<file path="config.mk">
export PLATFORM = sky130hd
export DESIGN_NAME = seg_guard
export DESIGN_NICKNAME = d
export VERILOG_FILES = /design/src/rtl/seg_chk_pkg.sv /design/src/rtl/seg_mode_gate.sv /design/src/rtl/seg_rights_chk.sv /design/src/rtl/seg_bound_chk.sv /design/src/rtl/seg_guard.sv
export SDC_FILE = /design/constraint.sdc
export NUM_CORES = 1
export LEC_CHECK = 0
export ABC_AREA = 0
export BUFFER_PORTS_ARGS = -buffer_cell sky130_fd_sc_hd__buf_2
export CORE_AREA = 3 3 170 89
export DETAILED_ROUTE_END_ITERATION = 8
export DIE_AREA = 0 0 173 92
export GPL_TIMING_DRIVEN = 0
export PLACE_DENSITY = 0.69
export SLEW_MARGIN = 20
export SYNTH_ARGS = -nofsm -noshare
export SYNTH_HDL_FRONTEND = slang
export SYNTH_SLANG_ARGS = --single-unit
</file>
<file path="constraint.sdc">
create_clock -name clk -period 5.76 [get_ports clk]
set_input_delay 1.728 -clock clk [delete_from_list [all_inputs] [get_ports clk]]
set_output_delay 1.728 -clock clk [all_outputs]
set_load 0.01 [all_outputs]
</file>
<file path="src/rtl/seg_chk_pkg.sv">
package seg_chk_pkg;

  typedef struct packed {
    logic rd_ok;
    logic wr_ok;
    logic grows_down;
  } seg_perm_t;

  typedef struct packed {
    logic prot_on;
    logic page_on;
    logic long_act;
    logic cs_wide;
  } cpu_mode_t;

endpackage

</file>
<file path="src/rtl/seg_mode_gate.sv">
module seg_mode_gate
  import seg_chk_pkg::*;
(
  input  cpu_mode_t mode,
  output logic      check_en,
  output logic      page_path
);
  // 64-bit code segments under long mode skip segmentation checks.
  logic wide_code;
  assign wide_code = mode.long_act & mode.cs_wide;
  assign check_en  = mode.prot_on & ~wide_code;
  // Paging is meaningful only once protection is on.
  assign page_path = mode.prot_on & mode.page_on;
endmodule

</file>
<file path="src/rtl/seg_rights_chk.sv">
module seg_rights_chk
  import seg_chk_pkg::*;
(
  input  seg_perm_t perm,
  input  logic      is_store,
  input  logic      is_fetch,
  output logic      bad_rights
);
  logic store_bad, load_bad;
  assign store_bad  = is_store & ~perm.wr_ok;
  assign load_bad   = ~is_store & ~is_fetch & ~perm.rd_ok;
  assign bad_rights = store_bad | load_bad;
endmodule

</file>
<file path="src/rtl/seg_bound_chk.sv">
module seg_bound_chk #(
  parameter int ADDR_W = 32,
  parameter int SIZE_W = 4
) (
  input  logic [ADDR_W-1:0] addr,
  input  logic [SIZE_W-1:0] nbytes,
  input  logic [ADDR_W-1:0] base,
  input  logic [ADDR_W-1:0] limit,
  input  logic              grows_down,
  output logic              bad_bound
);
  localparam int EXT_W = ADDR_W + 1;

  logic [EXT_W-1:0] addr_x, end_x, base_x, lim_x;
  logic lim_ge_base, past_limit, under_base, within_limit, hits_base;

  assign addr_x = {1'b0, addr};
  assign base_x = {1'b0, base};
  assign lim_x  = {1'b0, limit};
  // Extra bit keeps the carry, so a run past the top is never lost.
  assign end_x  = addr_x + EXT_W'(nbytes);

  assign lim_ge_base  = limit >= base;
  assign past_limit   = lim_x < end_x;
  assign under_base   = addr < base;
  assign within_limit = addr <= limit;
  assign hits_base    = end_x >= base_x;

  always_comb begin
    unique case ({grows_down, lim_ge_base})
      2'b01:   bad_bound = past_limit;
      2'b00:   bad_bound = past_limit & under_base;
      2'b11:   bad_bound = within_limit & hits_base;
      default: bad_bound = within_limit | hits_base;
    endcase
  end
endmodule

</file>
<file path="src/rtl/seg_guard.sv">
module seg_guard
  import seg_chk_pkg::*;
#(
  parameter int ADDR_W = 32,
  parameter int SIZE_W = 4
) (
  input  logic              clk,
  input  logic              rst_n,
  input  logic              in_valid,
  output logic              in_ready,
  input  logic [ADDR_W-1:0] in_addr,
  input  logic [SIZE_W-1:0] in_size,
  input  logic              in_write,
  input  logic              in_exec,
  input  logic              seg_readable,
  input  logic              seg_writable,
  input  logic              seg_expand_down,
  input  logic [ADDR_W-1:0] seg_base,
  input  logic [ADDR_W-1:0] seg_limit,
  input  logic              mode_prot,
  input  logic              mode_paging,
  input  logic              mode_long_active,
  input  logic              mode_cs_long,
  output logic              out_valid,
  input  logic              out_ready,
  output logic              out_fault,
  output logic              out_to_tlb,
  output logic [ADDR_W-1:0] out_addr
);
  seg_perm_t perm;
  cpu_mode_t mode;
  logic check_en, page_path, bad_rights, bad_bound, fault_d, take;

  assign perm = '{rd_ok: seg_readable, wr_ok: seg_writable, grows_down: seg_expand_down};
  assign mode = '{prot_on: mode_prot, page_on: mode_paging,
                  long_act: mode_long_active, cs_wide: mode_cs_long};

  seg_mode_gate u_mode (
    .mode      (mode),
    .check_en  (check_en),
    .page_path (page_path)
  );

  seg_rights_chk u_rights (
    .perm       (perm),
    .is_store   (in_write),
    .is_fetch   (in_exec),
    .bad_rights (bad_rights)
  );

  seg_bound_chk #(.ADDR_W(ADDR_W), .SIZE_W(SIZE_W)) u_bound (
    .addr       (in_addr),
    .nbytes     (in_size),
    .base       (seg_base),
    .limit      (seg_limit),
    .grows_down (seg_expand_down),
    .bad_bound  (bad_bound)
  );

  assign fault_d  = check_en & (bad_rights | bad_bound);
  assign in_ready = ~out_valid | out_ready;
  assign take     = in_valid & in_ready;

  always_ff @(posedge clk) begin
    if (!rst_n) begin
      out_valid  <= 1'b0;
      out_fault  <= 1'b0;
      out_to_tlb <= 1'b0;
      out_addr   <= '0;
    end else begin
      if (take) begin
        out_valid  <= 1'b1;
        out_fault  <= fault_d;
        out_to_tlb <= page_path & ~fault_d;
        out_addr   <= in_addr;
      end else if (out_ready) begin
        out_valid  <= 1'b0;
      end
    end
  end

  AST_BYPASS_NO_FAULT: assert property (@(posedge clk) disable iff (!rst_n)
    take && (!mode_prot || (mode_long_active && mode_cs_long)) |=> !out_fault);

  AST_STORE_RO_FAULTS: assert property (@(posedge clk) disable iff (!rst_n)
    take && mode_prot && !(mode_long_active && mode_cs_long) && in_write && !seg_writable
    |=> out_fault);

  AST_FAULT_SKIPS_TLB: assert property (@(posedge clk) disable iff (!rst_n)
    out_valid && out_fault |-> !out_to_tlb);

  AST_NO_PAGING_PHYS: assert property (@(posedge clk) disable iff (!rst_n)
    take && !mode_paging |=> !out_to_tlb && out_addr == $past(in_addr));

  AST_STALL_HOLDS: assert property (@(posedge clk) disable iff (!rst_n)
    out_valid && !out_ready |=> out_valid && $stable(out_fault) && $stable(out_to_tlb)
    && $stable(out_addr));

  AST_STALL_BLOCKS: assert property (@(posedge clk) disable iff (!rst_n)
    out_valid && !out_ready |-> !in_ready);
endmodule

</file>
; ---- Yosys cells after proc, flatten, opt, wreduce, memory -nomap -nowiden
; Cells that the tools add are included.
[word_totals]
ff_bits = 35
output_inout_bits = 36
elab_cells = 39
[op_classes]
add_sub_neg = 1
n_lt_le_gt_ge = 5
n_eq_ne = 2
mux = 3
bitwise_logic = 22
reduce_logical = 2
[op_table]
columns = op, count
row1 = $add 32x4->33, 1
row2 = $ge 33x32->1, 1
row3 = $lt 32x33->1, 1
row4 = $ge 32x32->1, 1
row5 = $le 32x32->1, 1
row6 = $lt 32x32->1, 1
row7 = $and 1x1->1, 11
row8 = $not 1->1, 7
row9 = $or 1x1->1, 4
row10 = $pmux 1 s3, 1
row11 = $eq 2x1->1 const B, 1
row12 = $eq 2x2->1 const B, 1
row13 = $logic_not 2->1, 1
row14 = $mux 1, 2
row15 = $reduce_bool 2->1, 1

; ---- Longest topological paths before layout
[depth]
word_depth = 8
depth_mapped = 20

; ---- Modules after synthesis
; Synthesis repeated with hierarchy kept, for this count alone.
[unflattened]
hier_cells = 748
area_unflattened_um2 = 5998.3
[by_module_without_submodules]
columns = mod, n_inst, cells_per_inst, area_per_inst_um2, seq_area_each_um2
row1 = seg_bound_chk, 1, 585, 4465.5, 0.0
row2 = seg_guard, 1, 159, 1496.4, 700.7
row3 = seg_rights_chk, 1, 2, 18.8, 0.0
row4 = seg_mode_gate, 1, 2, 17.5, 0.0

; ---- Least setup slack after synthesis
; OpenSTA, ideal clock, no wires.
[synth_path]
path_type = input to register
start = input in_addr[0]
end = register out_fault
arrival_time_ns = 5.442
setup_slack_ns = 0.233
cell_stages = 17
path_buffers = 0
path_cell_list = ha_1 fa_1 a21o_2 a21oi_4 or2_2 xnor2_1 inv_1 ha_1 a21o_1 a211o_1 a2111oi_2 o21ai_1 a2111oi_2 and2b_4 nor4_4 a221o_1 o31ai_2
[synth_via]
elab_chain_cells = 6
elab_cells_between_ends = 11
classes_between = add/sub (1) / order compare (4) / mux (1) / bitwise (5)
[synth_lines]
columns = element, line_no
row1 = "start, declared", seg_guard.sv:11  ; input logic [ADDR_W-1:0] in_addr,
row2 = $add 32x4->33, seg_bound_chk.sv:21  ; assign end_x = addr_x + EXT_W'(nbytes);
row3 = $ge 33x32->1 / $lt 32x33->1 (equally long branches), "seg_bound_chk.sv:27, seg_bound_chk.sv:24"
row4 = "$or 1x1->1, or another cell as far along", seg_bound_chk.sv:34  ; default: bad_bound = within_limit | hits_base;
row5 = $pmux 1 s3 *, seg_bound_chk.sv:30  ; unique case ({grows_down, lim_ge_base})
row6 = $or 1x1->1 *, seg_guard.sv:60  ; assign fault_d = check_en & (bad_rights | bad_bound);
row7 = $and 1x1->1 *, seg_guard.sv:60
row8 = "end signal, assigned", seg_guard.sv:73  ; out_fault <= fault_d;
row9 = "end, declared", seg_guard.sv:26  ; output logic out_fault,
; Mark *: on every way between the ends. The rest lies on a longest branch, timed or not.
; A chain may end at the register's enable or synchronous reset.

; ---- Worst setup path in the final report
[layout_path]
start = input in_addr[1]
end = register out_fault
; The elaborated chain is that of the path after synthesis.

==> impl_summary.md <==
Clock tree
After clock tree synthesis, the flow added hold-fix buffers numbering 0. The root cell of the clock tree is clkbuf_16. In this run the deepest clock path goes through 2 buffers.

The clock network latency to the later pin of the worst-skew pair is between 200 and 300 ps. The H-tree depth reported by CTS is 2. The clock slew seen by the registers of the worst setup and hold paths is ~60 ps.

The CTS buffer count is 5. The clock net in this run drives a total of 35 sinks. TritonCTS built the clock tree.

STA
The number of hold violations in the final report was 0. Setup violations remaining at the end of the flow were counted as 0. Summed over all failing endpoints, the final setup total negative slack is 0 ps. The relative max-transition margin is 0.3778. The final count of pins violating max slew is 0.

The post-route clock skew is 6.444 ps. In the finished design, the share of the clock period the worst path needs comes to 0.9685. The transition time at the pin with the least slew margin is ~900 ps.

The timing-limited maximum frequency is 0.1793 GHz. The setup slack after layout is approximately 180 ps. The clock period could shrink to about 5600 ps.

Setup path
The peak per-stage delay on the critical path is roughly 440 ps. The arrival time at the worst endpoint is about 5700 ps. The start-to-end type of the worst setup path is in2reg. The kind of start point of the critical path is an input port.

In this run the worst path has a maximum fanout of 5. Among all stages on the critical path, the largest delay is contributed by a2111o_1. The required time reported for the critical path endpoint is between 5000 and 6000 ps. The kind of end point of the critical path is a register. Traced cell by cell, the critical path runs through buf_2 -> ha_1 -> a21o_1 -> a21o_1 -> a21oi_1 -> nor3b_2 -> nand3_2 -> nor2_4 -> and4_2 -> xnor2_1 -> inv_1 -> ha_1 -> a211oi_1 -> nor2_1 -> nor3_1 -> nor2_1 -> a2111o_1 -> nor3_1 -> a221o_1 -> o31ai_2.

Pwr
The peak ir drop on the vdd network is ~140 uV. Power spread over the standard cell area amounts to 147.9 nW/um2. The analysis attributes to cell leakage a power of between 3 and 4 nW. The overall power after layout is around 1.1 mW.

Synth
Counting flops with a built-in enable in the synthesized netlist gives 0. The top flip-flop cell by instance count after synthesis is dfxtp_1. The share of flip-flops with an asynchronous set or reset is 0. After technology mapping, the gate count stands at about 760. For this run, the number of Yosys warnings is 0. The mapped netlist covers 5876 um2. Yosys mapped the design onto 64 distinct sky130hd cell types. In this run the mean area of a mapped cell was 7.751 um2. The total of flip-flops plus latches after synthesis is 35.

The synthesized net count is 1032. The share of synthesized area occupied by flip-flops and latches is 0.1193.

Placement
The final estimated routing congestion in global placement is ~0.93. Input and output buffers added on the ports amount to 147. Prior to clock tree synthesis, the placed netlist has a worst setup slack of -518.5 ps. Once detailed placement completed, the half-perimeter wirelength came to approximately 16000 um.

Route
After detailed routing, the number of vias per cell comes to between 5 and 6. The DRC violations left is 0. The remaining antenna violation count is 0. The final route contains ~6100 vias.

Dividing the detail-routed wire length by the instance count gives around 17 um. The first detailed-routing pass ran for 4 iterations. After the first detailed-routing iteration, the DRC count stood at approximately 300. Wires add up to around 19000 um.

Global route
The number of antenna violations at the first check in global routing is 0. For this run the aggregate overflow at the end of global routing stands at 0. The pin count of the biggest net entering global routing is 14. The number of global-route vias before repair is between 5000 and 6000.

The wire length of the first global-routing pass is ~30000 um. The total routing usage reported by global routing is 0.2267.

Die
The die covers ~16000 um2. For this configuration, the core starts out at a cell density of 0.4324. The number of top-level pins is around 150.

In this run the vertical extent of the chip is approximately 92 um. The core area is 13590 um2. The floorplan row count is 30. The die extent in x is ~170 um.

Final layout
The area growth from synthesis to layout is 21.34%. The number of diodes is 0. For this run, the post-layout net count is 1190. The commonest non-fill, non-tap cell in the layout is ha_1. In the layout the commonest cells are ha_1 (160), buf_2 (147), nand2_1 (104). In the final layout, the share of cells above drive strength 1 is 0.2105.

Min path
The classification of the worst-slack hold path is reg2reg.

Run status
The flow ran to the end, and the final reports show no timing, DRC or antenna violations.

Run
The tool flagged a number of max-cap violations equal to 0.
[critical path, delay by kind of cell]
family | cells | cell delay [ps]
XOR/XNOR | 1 | 160
buffers and inverters | 2 | 240
adder cells (fa/ha/maj) | 2 | 590
AND/OR/NAND/NOR | 8 | 1630
AO/OA/AOI/OAI | 7 | 1400
[final timing paths]
check | endpoint | from | cells after the start | slack, ps
worst max register to register | out_addr[16]$_SDFFE_PN0P_ | out_valid$_SDFFE_PN0P_ | 5 | 4210
worst max-delay path | out_fault$_SDFFE_PN0P_ | in_addr[1] | 20 | 180
worst min register to register | out_addr[7]$_SDFFE_PN0P_ | out_addr[7]$_SDFFE_PN0P_ | 2 | 460
worst min-delay path | out_addr[7]$_SDFFE_PN0P_ | out_addr[7]$_SDFFE_PN0P_ | 2 | 460
[cell type report]
cell class / count / area (um2)
plain buffers: 11 / 62.56
clock buffers: 5 / 125.1
clock inverters: 3 / 46.29
fillers: 1323 / 6459
inverters: 96 / 360.3
multi-input cells: 616 / 4828
flip-flops and latches: 35 / 700.7
well taps: 192 / 240.2
repair buffers: 151 / 765.7
[registers in the layout, summed over array words and instances (netlist names)]
signal      cells
out_valid       1
out_fault       1
out_addr       32
out_to_tlb      1
[Yosys cell counts, types with 4 or more instances]
cell,number,area [um2]
o21ai_0,27,135.1
ha_1,160,2002
a211oi_1,13,97.59
nor4_1,5,31.28
xnor2_1,19,166.4
nor2_1,32,120.1
clkbuf_1,8,30.03
nand3_1,22,110.1
nor3_1,12,60.06
dfxtp_1,35,700.7
xor2_1,13,113.9
a21boi_0,34,255.2
nand2_1,104,390.4
nand2b_1,6,37.54
and4_1,4,35.03
o211ai_1,4,30.03
and3_1,4,25.02
nand4_1,31,193.9
inv_1,96,360.4
a21o_1,11,82.58
a21oi_1,52,260.3
nor2b_1,6,37.54
a31oi_1,4,25.02
[stage by stage]
stage	utilization	hold slack [ps]	area [um2]	cells
6_report	0.5247	458.0	7129	1109
3_5_place_dp	0.5042	454.0	6852	1097
5_1_grt	0.5247	482.4	7129	1109
2_1_floorplan	-	487.6	5876	758
4_1_cts	0.5189	463.2	7051	1107
3_3_place_gp	0.5042	449.5	6852	1097
[metal layers]
metal,vias to the layer above,track usage,part of all wire
li1,3046,-,-
met4,0,0.02898,0.010
met2,168,0.3777,0.45
met1,2865,0.3156,0.48
met5,-,0,0
met3,14,0.03888,0.059
[report_power, final]
group	internal (mW)	switching (mW)	total, mW
clock network	0.206	0.114	0.320
registers	0.256	0.00661	0.263
logic	0.198	0.274	0.471
total	0.660	0.394	1.05
[cell families (layout without fill, tap and decap cells)]
family                     Yosys count  count (layout)  synth area share
buffers and inverters              107             266           0.07198
and+or+nand+nor                    245             245            0.2087
DFF                                 35              35            0.1193
xor gates and xnor gates            33              33           0.05153
adders and majority gates          162             162            0.3460
AOI/OAI and AO/OA                  176             176            0.2025
[what timing repair did]
item	CTS	global route
setup endpoints to repair	2	2
setup buffers	2	2
pin swaps	4	9
gates resized for setup	4	11
Note: power is estimated with default switching activity, not from simulation.
